## config.mk

```make
export PLATFORM = sky130hd
export DESIGN_NAME = subcarrier_nco
export DESIGN_NICKNAME = d
export VERILOG_FILES = /design/src/rtl/snco_pkg.sv /design/src/rtl/snco_regs.sv /design/src/rtl/snco_accum.sv /design/src/rtl/subcarrier_nco.sv
export SDC_FILE = /design/constraint.sdc
export NUM_CORES = 1
export LEC_CHECK = 0
export BUFFER_PORTS_ARGS = -buffer_cell sky130_fd_sc_hd__buf_4
export CORE_MARGIN = 4
export CORE_UTILIZATION = 35
export CTS_CLUSTER_SIZE = 10
export DETAILED_ROUTE_END_ITERATION = 8
export SYNTH_ARGS = -nofsm -noshare
export SYNTH_HDL_FRONTEND = slang
export SYNTH_SLANG_ARGS = --single-unit
```

## constraint.sdc

```tcl
create_clock -name clk -period 3 [get_ports clk]
set_input_delay 0.9 -clock clk [delete_from_list [all_inputs] [get_ports clk]]
set_output_delay 0.9 -clock clk [all_outputs]
set_load 0.1 [all_outputs]
```

## src/rtl/snco_pkg.sv

```systemverilog
package snco_pkg;
    typedef enum logic [0:0] {
        S_IDLE = 1'b0,
        S_HALF = 1'b1
    } wr_state_e;

    localparam logic [1:0] A_CTRL  = 2'd0;
    localparam logic [1:0] A_PHASE = 2'd1;
    localparam logic [1:0] A_FHI   = 2'd2;
    localparam logic [1:0] A_FLO   = 2'd3;
endpackage

```

## src/rtl/snco_regs.sv

```systemverilog
module snco_regs
    import snco_pkg::*;
#(
    parameter int              ACC_W    = 32,
    parameter int              PH_W     = 8,
    parameter logic [ACC_W-1:0] CUST_DEF = 32'h223B_61D1,
    parameter logic [PH_W-1:0]  PH_DEF   = 8'h28,
    localparam int             HALF_W   = ACC_W / 2
) (
    input  logic              clk,
    input  logic              rst_n,
    input  logic              soft_rst,
    input  logic              wr_en,
    input  logic [1:0]        wr_addr,
    input  logic [HALF_W-1:0] wr_data,
    output logic              sel_pal,
    output logic              sel_cust,
    output logic [PH_W-1:0]   start_ph,
    output logic [ACC_W-1:0]  cust_word,
    output wr_state_e         state
);
    wr_state_e         state_n;
    logic [HALF_W-1:0] stage_hi;

    // State register
    always_ff @(posedge clk or negedge rst_n) begin
        if (!rst_n)        state <= S_IDLE;
        else if (soft_rst) state <= S_IDLE;
        else               state <= state_n;
    end

    // Next-state logic
    always_comb begin
        state_n = state;
        if (wr_en) begin
            unique case (wr_addr)
                A_FHI:   state_n = S_HALF;
                A_FLO:   state_n = S_IDLE;
                default: state_n = state;
            endcase
        end
    end

    // Register outputs
    always_ff @(posedge clk or negedge rst_n) begin
        if (!rst_n) begin
            sel_pal   <= 1'b0;
            sel_cust  <= 1'b0;
            start_ph  <= PH_DEF;
            stage_hi  <= CUST_DEF[ACC_W-1:HALF_W];
            cust_word <= CUST_DEF;
        end else if (soft_rst) begin
            sel_pal   <= 1'b0;
            sel_cust  <= 1'b0;
            start_ph  <= PH_DEF;
            stage_hi  <= CUST_DEF[ACC_W-1:HALF_W];
            cust_word <= CUST_DEF;
        end else if (wr_en) begin
            unique case (wr_addr)
                A_CTRL: begin
                    sel_pal  <= wr_data[0];
                    sel_cust <= wr_data[1];
                end
                A_PHASE: start_ph <= wr_data[PH_W-1:0];
                A_FHI:   stage_hi <= wr_data;
                A_FLO: begin
                    unique case (state)
                        S_HALF: cust_word <= {stage_hi, wr_data};
                        S_IDLE: cust_word <= {cust_word[ACC_W-1:HALF_W], wr_data};
                    endcase
                end
            endcase
        end
    end
endmodule

```

## src/rtl/snco_accum.sv

```systemverilog
module snco_accum #(
    parameter int               ACC_W    = 32,
    parameter int               PH_W     = 8,
    parameter logic [ACC_W-1:0] NTSC_INC = 32'h087C_1F08,
    parameter logic [ACC_W-1:0] PAL_INC  = 32'h0A82_62B9,
    localparam int              LOW_W    = ACC_W - PH_W
) (
    input  logic             clk,
    input  logic             rst_n,
    input  logic             soft_rst,
    input  logic             reload,
    input  logic             sel_pal,
    input  logic             sel_cust,
    input  logic [PH_W-1:0]  start_ph,
    input  logic [ACC_W-1:0] cust_word,
    output logic [ACC_W-1:0] acc,
    output logic [ACC_W-1:0] inc
);
    always_comb begin
        if (sel_cust)     inc = cust_word;
        else if (sel_pal) inc = PAL_INC;
        else              inc = NTSC_INC;
    end

    always_ff @(posedge clk or negedge rst_n) begin
        if (!rst_n)        acc <= '0;
        else if (soft_rst) acc <= '0;
        else if (reload)   acc <= {start_ph, {LOW_W{1'b0}}};
        else               acc <= acc + inc;
    end
endmodule

```

## src/rtl/subcarrier_nco.sv

```systemverilog
module subcarrier_nco
    import snco_pkg::*;
#(
    parameter int               ACC_W    = 32,
    parameter int               PH_W     = 8,
    parameter int               LUT_W    = 10,
    parameter logic [ACC_W-1:0] NTSC_INC = 32'h087C_1F08,
    parameter logic [ACC_W-1:0] PAL_INC  = 32'h0A82_62B9,
    parameter logic [ACC_W-1:0] CUST_DEF = 32'h223B_61D1,
    parameter logic [PH_W-1:0]  PH_DEF   = 8'h28,
    localparam int              HALF_W   = ACC_W / 2
) (
    input  logic              clk,
    input  logic              rst_n,
    input  logic              soft_rst,
    input  logic              sync_reload,
    input  logic              wr_en,
    input  logic [1:0]        wr_addr,
    input  logic [HALF_W-1:0] wr_data,
    output logic [ACC_W-1:0]  phase_word,
    output logic [LUT_W-1:0]  lut_addr
);
    logic             sel_pal;
    logic             sel_cust;
    logic [PH_W-1:0]  start_q;
    logic [ACC_W-1:0] cust_word;
    logic [ACC_W-1:0] inc_active;
    wr_state_e        wr_state;

    snco_regs #(
        .ACC_W(ACC_W), .PH_W(PH_W), .CUST_DEF(CUST_DEF), .PH_DEF(PH_DEF)
    ) u_regs (
        .clk(clk), .rst_n(rst_n), .soft_rst(soft_rst),
        .wr_en(wr_en), .wr_addr(wr_addr), .wr_data(wr_data),
        .sel_pal(sel_pal), .sel_cust(sel_cust), .start_ph(start_q),
        .cust_word(cust_word), .state(wr_state)
    );

    snco_accum #(
        .ACC_W(ACC_W), .PH_W(PH_W), .NTSC_INC(NTSC_INC), .PAL_INC(PAL_INC)
    ) u_accum (
        .clk(clk), .rst_n(rst_n), .soft_rst(soft_rst), .reload(sync_reload),
        .sel_pal(sel_pal), .sel_cust(sel_cust), .start_ph(start_q),
        .cust_word(cust_word), .acc(phase_word), .inc(inc_active)
    );

    assign lut_addr = phase_word[ACC_W-1 -: LUT_W];
endmodule

```

# After elaboration in Yosys (flattened, before gate mapping)
# Cells that the tools add are included.
[totals]
reg_bits = 91
input_bits = 23
out_inout_bits = 42
word_cells = 50
[classes]
n_addsub = 1
eq_ne = 4
n_mux = 23
n_bitwise = 1
n_reduce_logical = 13
[op_table]
columns = ["op", "count"]
rows = [
  ["$mux W32", 6],
  ["$pmux W32 S2", 1],
  ["$mux W16", 3],
  ["$add A32 B32 Y32", 1],
  ["$mux W26", 1],
  ["$mux W8", 3],
  ["$reduce_and A2 Y1", 5],
  ["$reduce_bool A2 Y1", 5],
  ["$mux W1", 8],
  ["$eq A2 B2 Y1 const B", 2],
  ["$reduce_and A3 Y1", 1],
  ["$reduce_bool A3 Y1", 1],
  ["$eq A2 B1 Y1 const B", 1],
  ["$logic_not A2 Y1", 1],
  ["$ne A2 B2 Y1 const B", 1],
  ["$pmux W1 S2", 1],
  ["$not A1 Y1", 1],
]

# Logic depth before layout (Yosys ltp)
# Gate-level depths: netlist of run 1.
[depth]
word_depth = 5
mapped_depth = 15
ltp_nobuf = 13

# Modules after synthesis
# From an unflattened synthesis of run 1, not the netlist that was laid out.
[hier_totals]
hier_cells = 652
area_unflattened_um2 = 5861.9
[by_module_without_submodules]
columns = ["mod", "instances", "cells_per_inst", "area_per_inst_um2", "seq_area_each_um2"]
rows = [
  ["snco_accum", 1, 392, 3224.3, 800.8],
  ["snco_regs", 1, 250, 2562.5, 1505.2],
  ["subcarrier_nco", 1, 10, 75.1, 0.0],
]

# Least setup slack after synthesis of run 1
# OpenSTA, ideal clock, no wires.
[synth_timing]
path_kind = "flip-flop to flip-flop"
from = "reg u_accum.acc[0]"
to = "reg u_accum.acc[24]"
setup_ns = 0.122
arrival_time_ns = 2.965
required_ns = 2.878
slack_ns = -0.086
path_stages_with_launch = 12
n_path_buf = 0
period_less_slack_ns = 3.086
cell_sequence = "dfrtp_1 -> ha_1 -> inv_1 -> fa_1 -> nor2b_4 -> o2111ai_1 -> nand3_2 -> a41oi_2 -> o21a_2 -> a21oi_1 -> o21ai_0 -> a32o_1"
[synth_via]
elab_chain_len = 3
[synth_lines]
columns = ["element", "line", "source"]
rows = [
  ["start, declared", "snco_accum.sv:16", "output logic [ACC_W-1:0] acc,"],
  ["start signal, assigned", "snco_accum.sv:28", "else if (reload) acc <= {start_ph, {LOW_W{1'b0}}};"],
  ["start signal, assigned", "snco_accum.sv:29", "else acc <= acc + inc;"],
  ["$add A32 B32 Y32", "snco_accum.sv:29", ""],
  ["$mux W32", "snco_accum.sv:28", ""],
  ["$mux W32", "snco_accum.sv:27", "else if (soft_rst) acc <= '0;"],
]
# Every way passes these cells.
# A chain may end at the register's enable or synchronous reset.

# Final worst setup path of run 1
[layout_timing]
from = "reg u_regs.sel_cust"
to = "reg u_accum.acc[27]"
[layout_via]
elab_chain_len = 4
[layout_lines]
columns = ["element", "line", "source"]
rows = [
  ["start, declared", "snco_regs.sv:17", "output logic sel_cust,"],
  ["start signal, assigned", "snco_regs.sv:62", "sel_cust <= wr_data[1];"],
  ["$mux W32", "snco_accum.sv:20", "if (sel_cust) inc = cust_word;"],
  ["$add A32 B32 Y32", "snco_accum.sv:29", ""],
  ["$mux W32", "snco_accum.sv:28", ""],
  ["$mux W32", "snco_accum.sv:27", ""],
]
# Every way passes these cells.

==> results of run 1 <==
[per-layer routing]
| layer | track usage (%) | wire length, microns | up-vias |
|---|---|---|---|
| met2 | 25.6 | 6600 | 127 |
| met5 | 0 | 0 | - |
| met1 | 24.2 | 7100 | 2228 |
| met3 | 3.40 | 797 | 17 |
| met4 | 5.49 | 282 | 0 |
| li1 | - | - | 2294 |
[placed cells by master, fill, tap and decap left out, types with 5 or more instances in the layout]
| cell | count |
|---|---|
| nor2_1 | 47 |
| mux2i_1 | 8 |
| a21o_1 | 24 |
| clkbuf_16 | 9 |
| a31oi_1 | 6 |
| nand3b_1 | 22 |
| dfrtp_1 | 65 |
| nor3_1 | 15 |
| o21ai_0 | 12 |
| ha_1 | 31 |
| buf_4 | 80 |
| nand4_1 | 5 |
| a21oi_1 | 58 |
| inv_1 | 13 |
| xor2_1 | 12 |
| nand2b_1 | 7 |
| dfstp_2 | 23 |
| and2_1 | 11 |
| nand3_1 | 9 |
| xnor2_1 | 6 |
| nand2_1 | 142 |
[per-stage QoR]
stage / worst slack, ps / total power [mW]
after floorplan: 31.9 / 2.05
after global placement: 147 / 2.28
after detailed placement: 72.8 / 2.29
after CTS: 52.5 / 3.41
after global routing: 4.91 / 3.54
final: 161 / 3.39
[state kept, by name, indices dropped and copies added (netlist names)]
register          flops
u_accum.acc          32
u_regs.sel_cust       1
u_regs.sel_pal        1
u_regs.stage_hi      16
u_regs.cust_word     32
u_regs.state          1
u_regs.start_ph       8
[power groups by stage]
stage	clock network [mW]	registers [mW]	logic [mW]
after detailed placement	0	1.36	0.930
after CTS	1.15	1.33	0.933
after global routing	1.19	1.34	1.01
after floorplan	0	1.56	0.485
final	1.12	1.33	0.940
after global placement	0	1.36	0.924
[worst register-to-register path, cell delays in order, from the launching register on]
cell and delay (ps):
dfrtp_2 450, buf_6 180, a21o_1 200, ha_1 340, a21o_1 180, a21o_1 170, a21oi_1 180, o21a_4 180
a211oi_2 80, nor2_2 210, buf_4 170, o31ai_1 70, a221o_1 320
[how the worst max path moves through the flow]
stage,from,end,slack [ps],cells past startpoint
after floorplan,u_regs.sel_cust,u_accum.acc[24],30,15
after global placement,u_regs.sel_cust,u_accum.acc[27],150,11
after detailed placement,u_regs.sel_cust,u_accum.acc[24],70,13
after CTS,u_regs.sel_cust,u_accum.acc[24],50,13
after global routing,u_regs.sel_cust,u_accum.acc[31],5,11
final,u_regs.sel_cust,u_accum.acc[27],160,12
[cells by family (layout without fill, tap and decap cells)]
group           Yosys count  in the layout  synth area share (%)
fa+ha+maj                33             33                  7.65
xor+xnor                 18             18                  2.87
simple gates            275            275                  23.1
buf+inv                  56            111                  4.55
compound gates          151            151                  18.4
mux                       8              8                  1.46
flops                    91             91                  42.0
[cell type report]
cell class                      instances  area, sq um
Clock buffer                            9          225
Clock inverter                          7         60.1
Fill cell                            1535         8810
Inverter                               13         48.8
Multi-Input combinational cell        485         2970
Sequential cell                        91         2310
Tap cell                              211          264
Timing Repair Buffer                   82          632
[repair_timing]
item	in CTS	in global routing
endpoints found under the setup margin	0	7
buffers inserted	0	0
gates resized for setup	0	10
==> flow_summary.yaml, run 1 <==
floorplanning:
  core_area_sq_um: 15300
  row_count: 45
  dieWidth_microns: 133
  dieArea_sq_um: 17800
  io_pins: 65
  dieHeight_microns: 133
  initial_utilization_pct: 35.9
timing:
  final-setup-viol-count: 0
  hold_viol: 0
  rsz0062_at_grt: "no"
  worstMarginPinSlew_ps: 687
  layout_worst_path_cycle_share_pct: 94.6
  fin_skew_ps: 10.7
  slew_violations: 0
  fin_crit_ps: 2840
  fin_tns_setup_ps: 0
  relSlewSlack_pct: 54.2
  fmax_mhz: 352
  hold_slack_ps: 482
placed_design:
  dp_hpwl_microns: 11000
  gp_congestion: 0.918
  placed_cell_area_sq_um: 6190
  io_buffers: 64
  dpl.cell_count: 882
drt:
  drc: 0
  wl_microns: 14800
  post_drt_via_cell_ratio: 5.20
  drt-pass1-iter-count: 4
  ant_nets: 0
  wl_per_cell_microns: 16.5
  vias: 4666
  drt_iter0_drc: 365
worst_setup_path:
  timing.rr.start: "u_regs.sel_cust"
  crit_top_cell: "a21o_1"
  path_buf_inv: 2
  cp-end-kind: "flop"
  rr_worst_depth: 12
  crit_chain: "buf_6 -> a21o_1 -> ha_1 -> a21o_1 -> a21o_1 -> a21oi_1 -> o21a_4 -> a211oi_2 -> nor2_2 -> buf_4 -> o31ai_1 -> a221o_1"
  worstSetupPathType: "flop to flop"
  cp_max_fo: 26
  cp-start-kind: "flop"
  worst_ep_arrival_time_ps: 3080
  crit_path_max_incr_delay_ps: 450
  cpMaxStageDelayCell: "dfrtp_2"
  required_ps: 3240
  r2r_end: "u_accum.acc[27]"
  rrSetupSlack_ps: 160
  path_delay_family: "compound AO/OA/AOI/OAI gates"
logic_synthesis:
  avgSynthCellArea_sq_um: 8.70
  synth_seq_area_share_pct: 42.0
  synth_commonest_cells: "nand2_1, dfrtp_1, a21oi_1, nor2_1, ha_1"
  synthCells: 632
  synth-main-ff-cell: "dfrtp_1"
  yosysMostFrequentCell: "nand2_1"
  synth_area_sq_um: 5500
  synth_top_cell_by_area: "dfrtp_1"
  synth_nets: 688
  synth.top_cell.area_share_pct: 31.0
  ys_types: 68
  async_flop_share_pct: 100
  synth_edf_count: 0
  ys_seq_elements: 91
  ys_top_cells_by_area: "dfrtp_1, dfstp_2, nand2_1, ha_1, a21oi_1"
  ys_warn_count: 0
clock_tree:
  cts_tree: "yes"
  clk_latency_ps: 360
  clkTransAtPathRegs_ps: 80
  cts_sinks: 91
  cts-root-buf: "clkbuf_16"
  ctsHoldBuffers: 0
  htreeDepth: 3
  clk_path_buf_depth: 2
  cts-buffers-inserted: 9
job:
  cap_violations: 0
global_routing:
  antenna_found_initial: 0
  grt_pass1_wl_microns: 24100
  grt_usage_pct: 16.9
  grt_pass1_vias: 4561
  grt_max_degree: 92
  overflow: 0
worst_hold_path:
  hold_depth: 2
  min_to: "u_regs.cust_word[16]"
  hold_path_startpoint: "u_regs.cust_word[16]"
  hold_class: "flop to flop"
status:
  status: "completed"
cells_and_area:
  syn_to_final_growth_pct: 18.4
  final_core_util_pct: 42.5
  antenna_cells: 0
  drive_gt1_share_pct: 21.4
  design_area_sq_um: 6500
  layout.nets: 738
  final_cells: 898
power_and_ir_drop:
  sw_frac_of_total_pct: 36.6
  clkPwrFrac_pct: 33.0
  ir_drop_mv: 0.278
  p_sw_mw: 1.24
  seqPwrFrac_pct: 39.3
  intPower_mw: 2.15
  pwr-share-comb_pct: 27.7
  powerDensity_nw_per_um2: 521
  p_leak_nw: 3.15
No activity file was read; power rests on OpenSTA's default activity.
==> inputs of run 2 (changes only) <==
--- a/config.mk
+++ b/config.mk
@@ -10,6 +10,7 @@
 export CORE_UTILIZATION = 35
 export CTS_CLUSTER_SIZE = 10
 export DETAILED_ROUTE_END_ITERATION = 8
+export PLACE_DENSITY_LB_ADDON = 0.2
 export SYNTH_ARGS = -nofsm -noshare
 export SYNTH_HDL_FRONTEND = slang
 export SYNTH_SLANG_ARGS = --single-unit
==> run 2 against run 1 <==
Critical path depth did not move. Maximum frequency fell by 0.10%. Clock power barely moved. Die area did not move. Design area rose by 0.71%. Flip-flop and latch count did not move. Wire length rose by 1.5%. Non-clock buffer count rose by 4. Sequential share of layout area fell by 0.25 points. Count of clock-buffer cells in the layout did not move. Global-route usage rose by 0.19 points. Largest cell class unchanged. Largest power group unchanged.
==> flow_summary.yaml, run 2 (same netlist as run 1, synthesis figures left out) <==
cells_and_area:
  top_regs: "u_accum.acc x32, u_regs.cust_word x32, u_regs.stage_hi x16"
  seq_area_sq_um: 2310
  multi_input_area_sq_um: 2990
  mostFrequentLayoutCells: "nand2_1, buf_4, dfrtp_1"
  fill_cells: 1548
  antenna_cells: 0
  final_common_cell: "nand2_1"
  syn_to_final_growth_pct: 19.2
  drive_gt1_share_pct: 22.0
  layout.nets: 742
  final_cells: 902
timing:
  hold_viol: 0
  layout_worst_path_cycle_share_pct: 94.7
  slew_violations: 0
  worstMarginPinSlew_ps: 710
  fmax_mhz: 352
  final-setup-viol-count: 0
  setup_ws_ps: 158
  fin_tns_setup_ps: 0
  relSlewSlack_pct: 52.7
  fin_crit_ps: 2840
  fin_skew_ps: 16.6
  rsz0062_at_grt: "yes"
worst_hold_path:
  hold_class: "flop to flop"
floorplanning:
  initial_utilization_pct: 35.9
  dieArea_sq_um: 17800
  dieHeight_microns: 133
  row_count: 45
  core_area_sq_um: 15300
  io_pins: 65
  dieWidth_microns: 133
job:
  cap_violations: 0
power_and_ir_drop:
  ir_drop_mv: 0.221
  powerDensity_nw_per_um2: 517
  p_leak_nw: 3.17
clock_tree:
  htreeDepth: 3
  ctsHoldBuffers: 0
  cts-buffers-inserted: 9
  cts_sinks: 91
  clkTransAtPathRegs_ps: 80
  cts-root-buf: "clkbuf_16"
  cts_tree: "yes"
  clk_path_buf_depth: 2
  clk_latency_ps: 350
status:
  status: "completed"
worst_setup_path:
  cpMaxStageDelayCell: "dfrtp_2"
  crit_chain: "nor2_1 -> buf_4 -> a21o_1 -> ha_1 -> a21o_1 -> a21o_1 -> a21oi_1 -> o21a_1 -> o21ai_0 -> nor4b_1 -> o31ai_1 -> nand3_1"
  crit_path_max_incr_delay_ps: 450
  worst_ep_arrival_time_ps: 3130
  worstSetupPathType: "flop to flop"
  required_ps: 3290
  cp_max_fo: 9
  cp-end-kind: "flop"
  crit_top_cell: "a21o_1"
  cp-start-kind: "flop"
global_routing:
  grt_pass1_vias: 4620
  antenna_found_initial: 0
  grt_usage_pct: 17.1
  grt_max_degree: 72
  overflow: 0
  grt_pass1_wl_microns: 24400
drt:
  drt_iter0_drc: 420
  vias: 4680
  post_drt_via_cell_ratio: 5.19
  drc: 0
  wl_microns: 15000
  ant_nets: 0
  drt-pass1-iter-count: 5
  wl_per_cell_microns: 16.6
placed_design:
  io_buffers: 64
  dpl.cell_count: 885
  gp_congestion: 0.871
  dp_hpwl_microns: 11400
  place_ws_ps: 18.2
==> run 2: path summary, 6_finish.rpt <==
| check | from | end | slack [ps] | cells past startpoint |
|---|---|---|---|---|
| worst max register to register | u_regs.sel_cust | u_accum.acc[29] | 160 | 12 |
| worst max-delay path | u_regs.sel_cust | u_accum.acc[29] | 160 | 12 |
| min in group asynchronous | rst_n | u_regs.cust_word[1] | 530 | 1 |
| max in group asynchronous | rst_n | u_regs.cust_word[16] | 1760 | 2 |
| worst min-delay path | u_regs.cust_word[6] | u_regs.cust_word[6] | 490 | 2 |
| worst min register to register | u_regs.cust_word[6] | u_regs.cust_word[6] | 490 | 2 |
==> run 2: metrics by stage <==
step | hold WS, ps | instance area [sq um] | total power [mW] | util, %
2_1_floorplan | 456 | 5500 | 2.05 | -
3_3_place_gp | 473 | 6210 | 2.29 | 40.6
3_5_place_dp | 478 | 6210 | 2.30 | 40.6
4_1_cts | 489 | 6500 | 3.42 | 42.4
5_1_grt | 510 | 6550 | 3.55 | 42.8
6_report | 485 | 6550 | 3.39 | 42.8
==> run 2: metal layers <==
| layer | track usage [%] | vias to the layer above | part of all wire [%] |
|---|---|---|---|
| li1 | - | 2305 | - |
| met1 | 25.3 | 2239 | 50 |
| met4 | 5.09 | 0 | 1.3 |
| met3 | 2.64 | 13 | 4.4 |
| met2 | 25.6 | 123 | 44 |
| met5 | 0 | - | 0 |
==> run 2: layout make-up <==
type,instances,share of cell area [%]
clock buffer,9,3.44
tap,211,4.03
clock inverter,7,0.917
sequential,91,35.3
timing repair buffer,86,10.0
inverter,13,0.745
multi-input combinational,485,45.6
==> run 2: repair_timing <==
item,in CTS,in global routing
setup buffers,0,1
resized for setup,1,9
endpoints found under the setup margin,1,9
endpoints found under the hold margin,0,0
pin swaps,0,1
==> run 2: critical path, delay by kind of cell (launching register included) <==
family / cells / cell delay, ps
buf+inv: 1 / 200
flops: 1 / 450
simple gates: 3 / 650
compound gates: 7 / 1190
fa+ha+maj: 1 / 300
==> run 2: power breakdown <==
group	leakage (nW)	switching (mW)	internal, mW
registers	1.17	0.0425	1.29
clock network	0.142	0.532	0.577
logic	1.86	0.662	0.286
total	3.17	1.24	2.15
==> inputs of run 3 (changes only) <==
==> constraint.sdc (replaced) <==
create_clock -name clk -period 3 [get_ports clk]
set_input_delay 0.75 -clock clk [delete_from_list [all_inputs] [get_ports clk]]
set_output_delay 0.75 -clock clk [all_outputs]
set_load 0.1 [all_outputs]
==> run 3 against run 2 <==
Count of clock-buffer cells in the layout unchanged. First-iteration DRC count is 0.71% higher. Worst hold slack worse by 94 ps. Cell count rose by 0.11%. Non-clock buffer count grew 1. Flip-flop and latch count stayed put. Critical endpoint is now u_accum.acc[31]. Register-to-register slack lost 50 ps. Highest routed layer unchanged. Clock power is essentially flat. Via count rose by 0.85%. Critical path type unchanged. Design area fell by 0.21%. Utilization fell by 0.090 points.
==> flow_summary.yaml, run 3 (same netlist as run 1, synthesis figures left out) <==
global_routing:
  grt_pass1_vias: 4607
  grt_usage_pct: 17.9
  grt_max_degree: 72
  grt_pass1_wl_microns: 25500
  antenna_found_initial: 0
  overflow: 0
drt:
  drt-pass1-iter-count: 5
  drc: 0
  post_drt_via_cell_ratio: 5.23
  drt_iter0_drc: 423
  wl_microns: 15600
  vias: 4720
  wl_per_cell_microns: 17.2
  ant_nets: 0
cells_and_area:
  drive_gt1_share_pct: 22.1
  final_common_cell: "nand2_1"
  top_regs: "u_accum.acc x32, u_regs.cust_word x32, u_regs.stage_hi x16"
  fill_cells: 1593
  syn_to_final_growth_pct: 19.0
  layout.nets: 743
  antenna_cells: 0
  mostFrequentLayoutCells: "nand2_1, buf_4, dfrtp_1"
timing:
  slew_violations: 0
  worstMarginPinSlew_ps: 689
  layout_worst_path_cycle_share_pct: 96.2
  fin_crit_ps: 2890
  relSlewSlack_pct: 54.0
  fmax_mhz: 346
  final-setup-viol-count: 0
  fin_skew_ps: 12.8
  setup_ws_ps: 113
  rsz0062_at_grt: "yes"
  hold_viol: 0
floorplanning:
  dieHeight_microns: 133
  core_area_sq_um: 15300
  dieArea_sq_um: 17800
  dieWidth_microns: 133
  io_pins: 65
  initial_utilization_pct: 35.9
  row_count: 45
power_and_ir_drop:
  p_leak_nw: 3.17
  powerDensity_nw_per_um2: 522
  power_mw: 3.42
  ir_drop_mv: 0.295
clock_tree:
  cts-root-buf: "clkbuf_16"
  cts_sinks: 91
  cts-buffers-inserted: 9
  cts_tree: "yes"
  htreeDepth: 3
  clk_path_buf_depth: 2
  clk_latency_ps: 360
  clkTransAtPathRegs_ps: 80
worst_setup_path:
  cp-end-kind: "flop"
  required_ps: 3250
  worst_ep_arrival_time_ps: 3130
  worstSetupPathType: "flop to flop"
  cp-start-kind: "flop"
  cp_max_fo: 6
job:
  cap_violations: 0
worst_hold_path:
  hold_class: "input port to async pin"
placed_design:
  gp_congestion: 0.899
  place_ws_ps: 6.62
  io_buffers: 64
  dp_hpwl_microns: 11700
status:
  status: "completed"
-- run 3: where the power goes --
| part | switching, mW | internal [mW] | leakage [nW] |
|---|---|---|---|
| registers | 0.0440 | 1.29 | 1.17 |
| logic | 0.665 | 0.284 | 1.86 |
| clock network | 0.554 | 0.579 | 0.143 |
-- run 3: final cells by class --
class | instances | area (sq um) | area share (%)
Clock inverter | 7 | 60.1 | 0.919
Timing Repair Buffer | 87 | 651 | 9.95
Inverter | 13 | 48.8 | 0.746
Sequential cell | 91 | 2310 | 35.3
Tap cell | 211 | 264 | 4.04
Multi-Input combinational cell | 485 | 2980 | 45.6
Clock buffer | 9 | 225 | 3.44
-- run 3: timing repair --
item                       in CTS  in global routing
gates cloned                    0                  0
resized for setup               1                 12
pin swaps                       0                  1
buffers inserted                0                  1
hold buffers                    0                  0
setup endpoints to repair       1                  9
-- run 3: through the flow --
step	hold WS [ps]	setup TNS, ps	util (%)	cells	cell area (sq um)
2_1_floorplan	454	0	-	632	5500
5_1_grt	418	-161	42.7	903	6540
3_5_place_dp	475	0	40.5	886	6210
4_1_cts	403	0	42.4	902	6490
3_3_place_gp	471	0	40.5	886	6210
6_report	392	0	42.7	903	6540
-- run 3: layer usage --
metal	vias to the layer above	part of all wire [%]	track usage (%)
met5	-	0	0
met3	19	3.9	3.02
met1	2301	51	27.1
li1	2291	-	-
met4	0	1.6	5.60
met2	109	43	26.2
-- run 3: final timing paths --
kind | start | to | slack [ps] | depth (start not counted)
max | u_regs.sel_cust | u_accum.acc[31] | 110 | 10
min | rst_n | u_accum.acc[3] | 390 | 1
min in group clk | u_regs.cust_word[20] | u_regs.cust_word[20] | 480 | 2
min reg2reg | u_regs.cust_word[20] | u_regs.cust_word[20] | 480 | 2
max in group asynchronous | rst_n | u_accum.acc[0] | 1840 | 2
max reg2reg | u_regs.sel_cust | u_accum.acc[31] | 110 | 10
-- run 3: critical path: stages, from the launching register on --
cell and delay, ps:
dfrtp_2 430, buf_4 160, a21o_1 180, ha_1 380, and3_4 250, a31oi_2 120
o21a_4 240, a211oi_2 290, nor2_2 130, o2111a_1 270, a2111oi_2 350
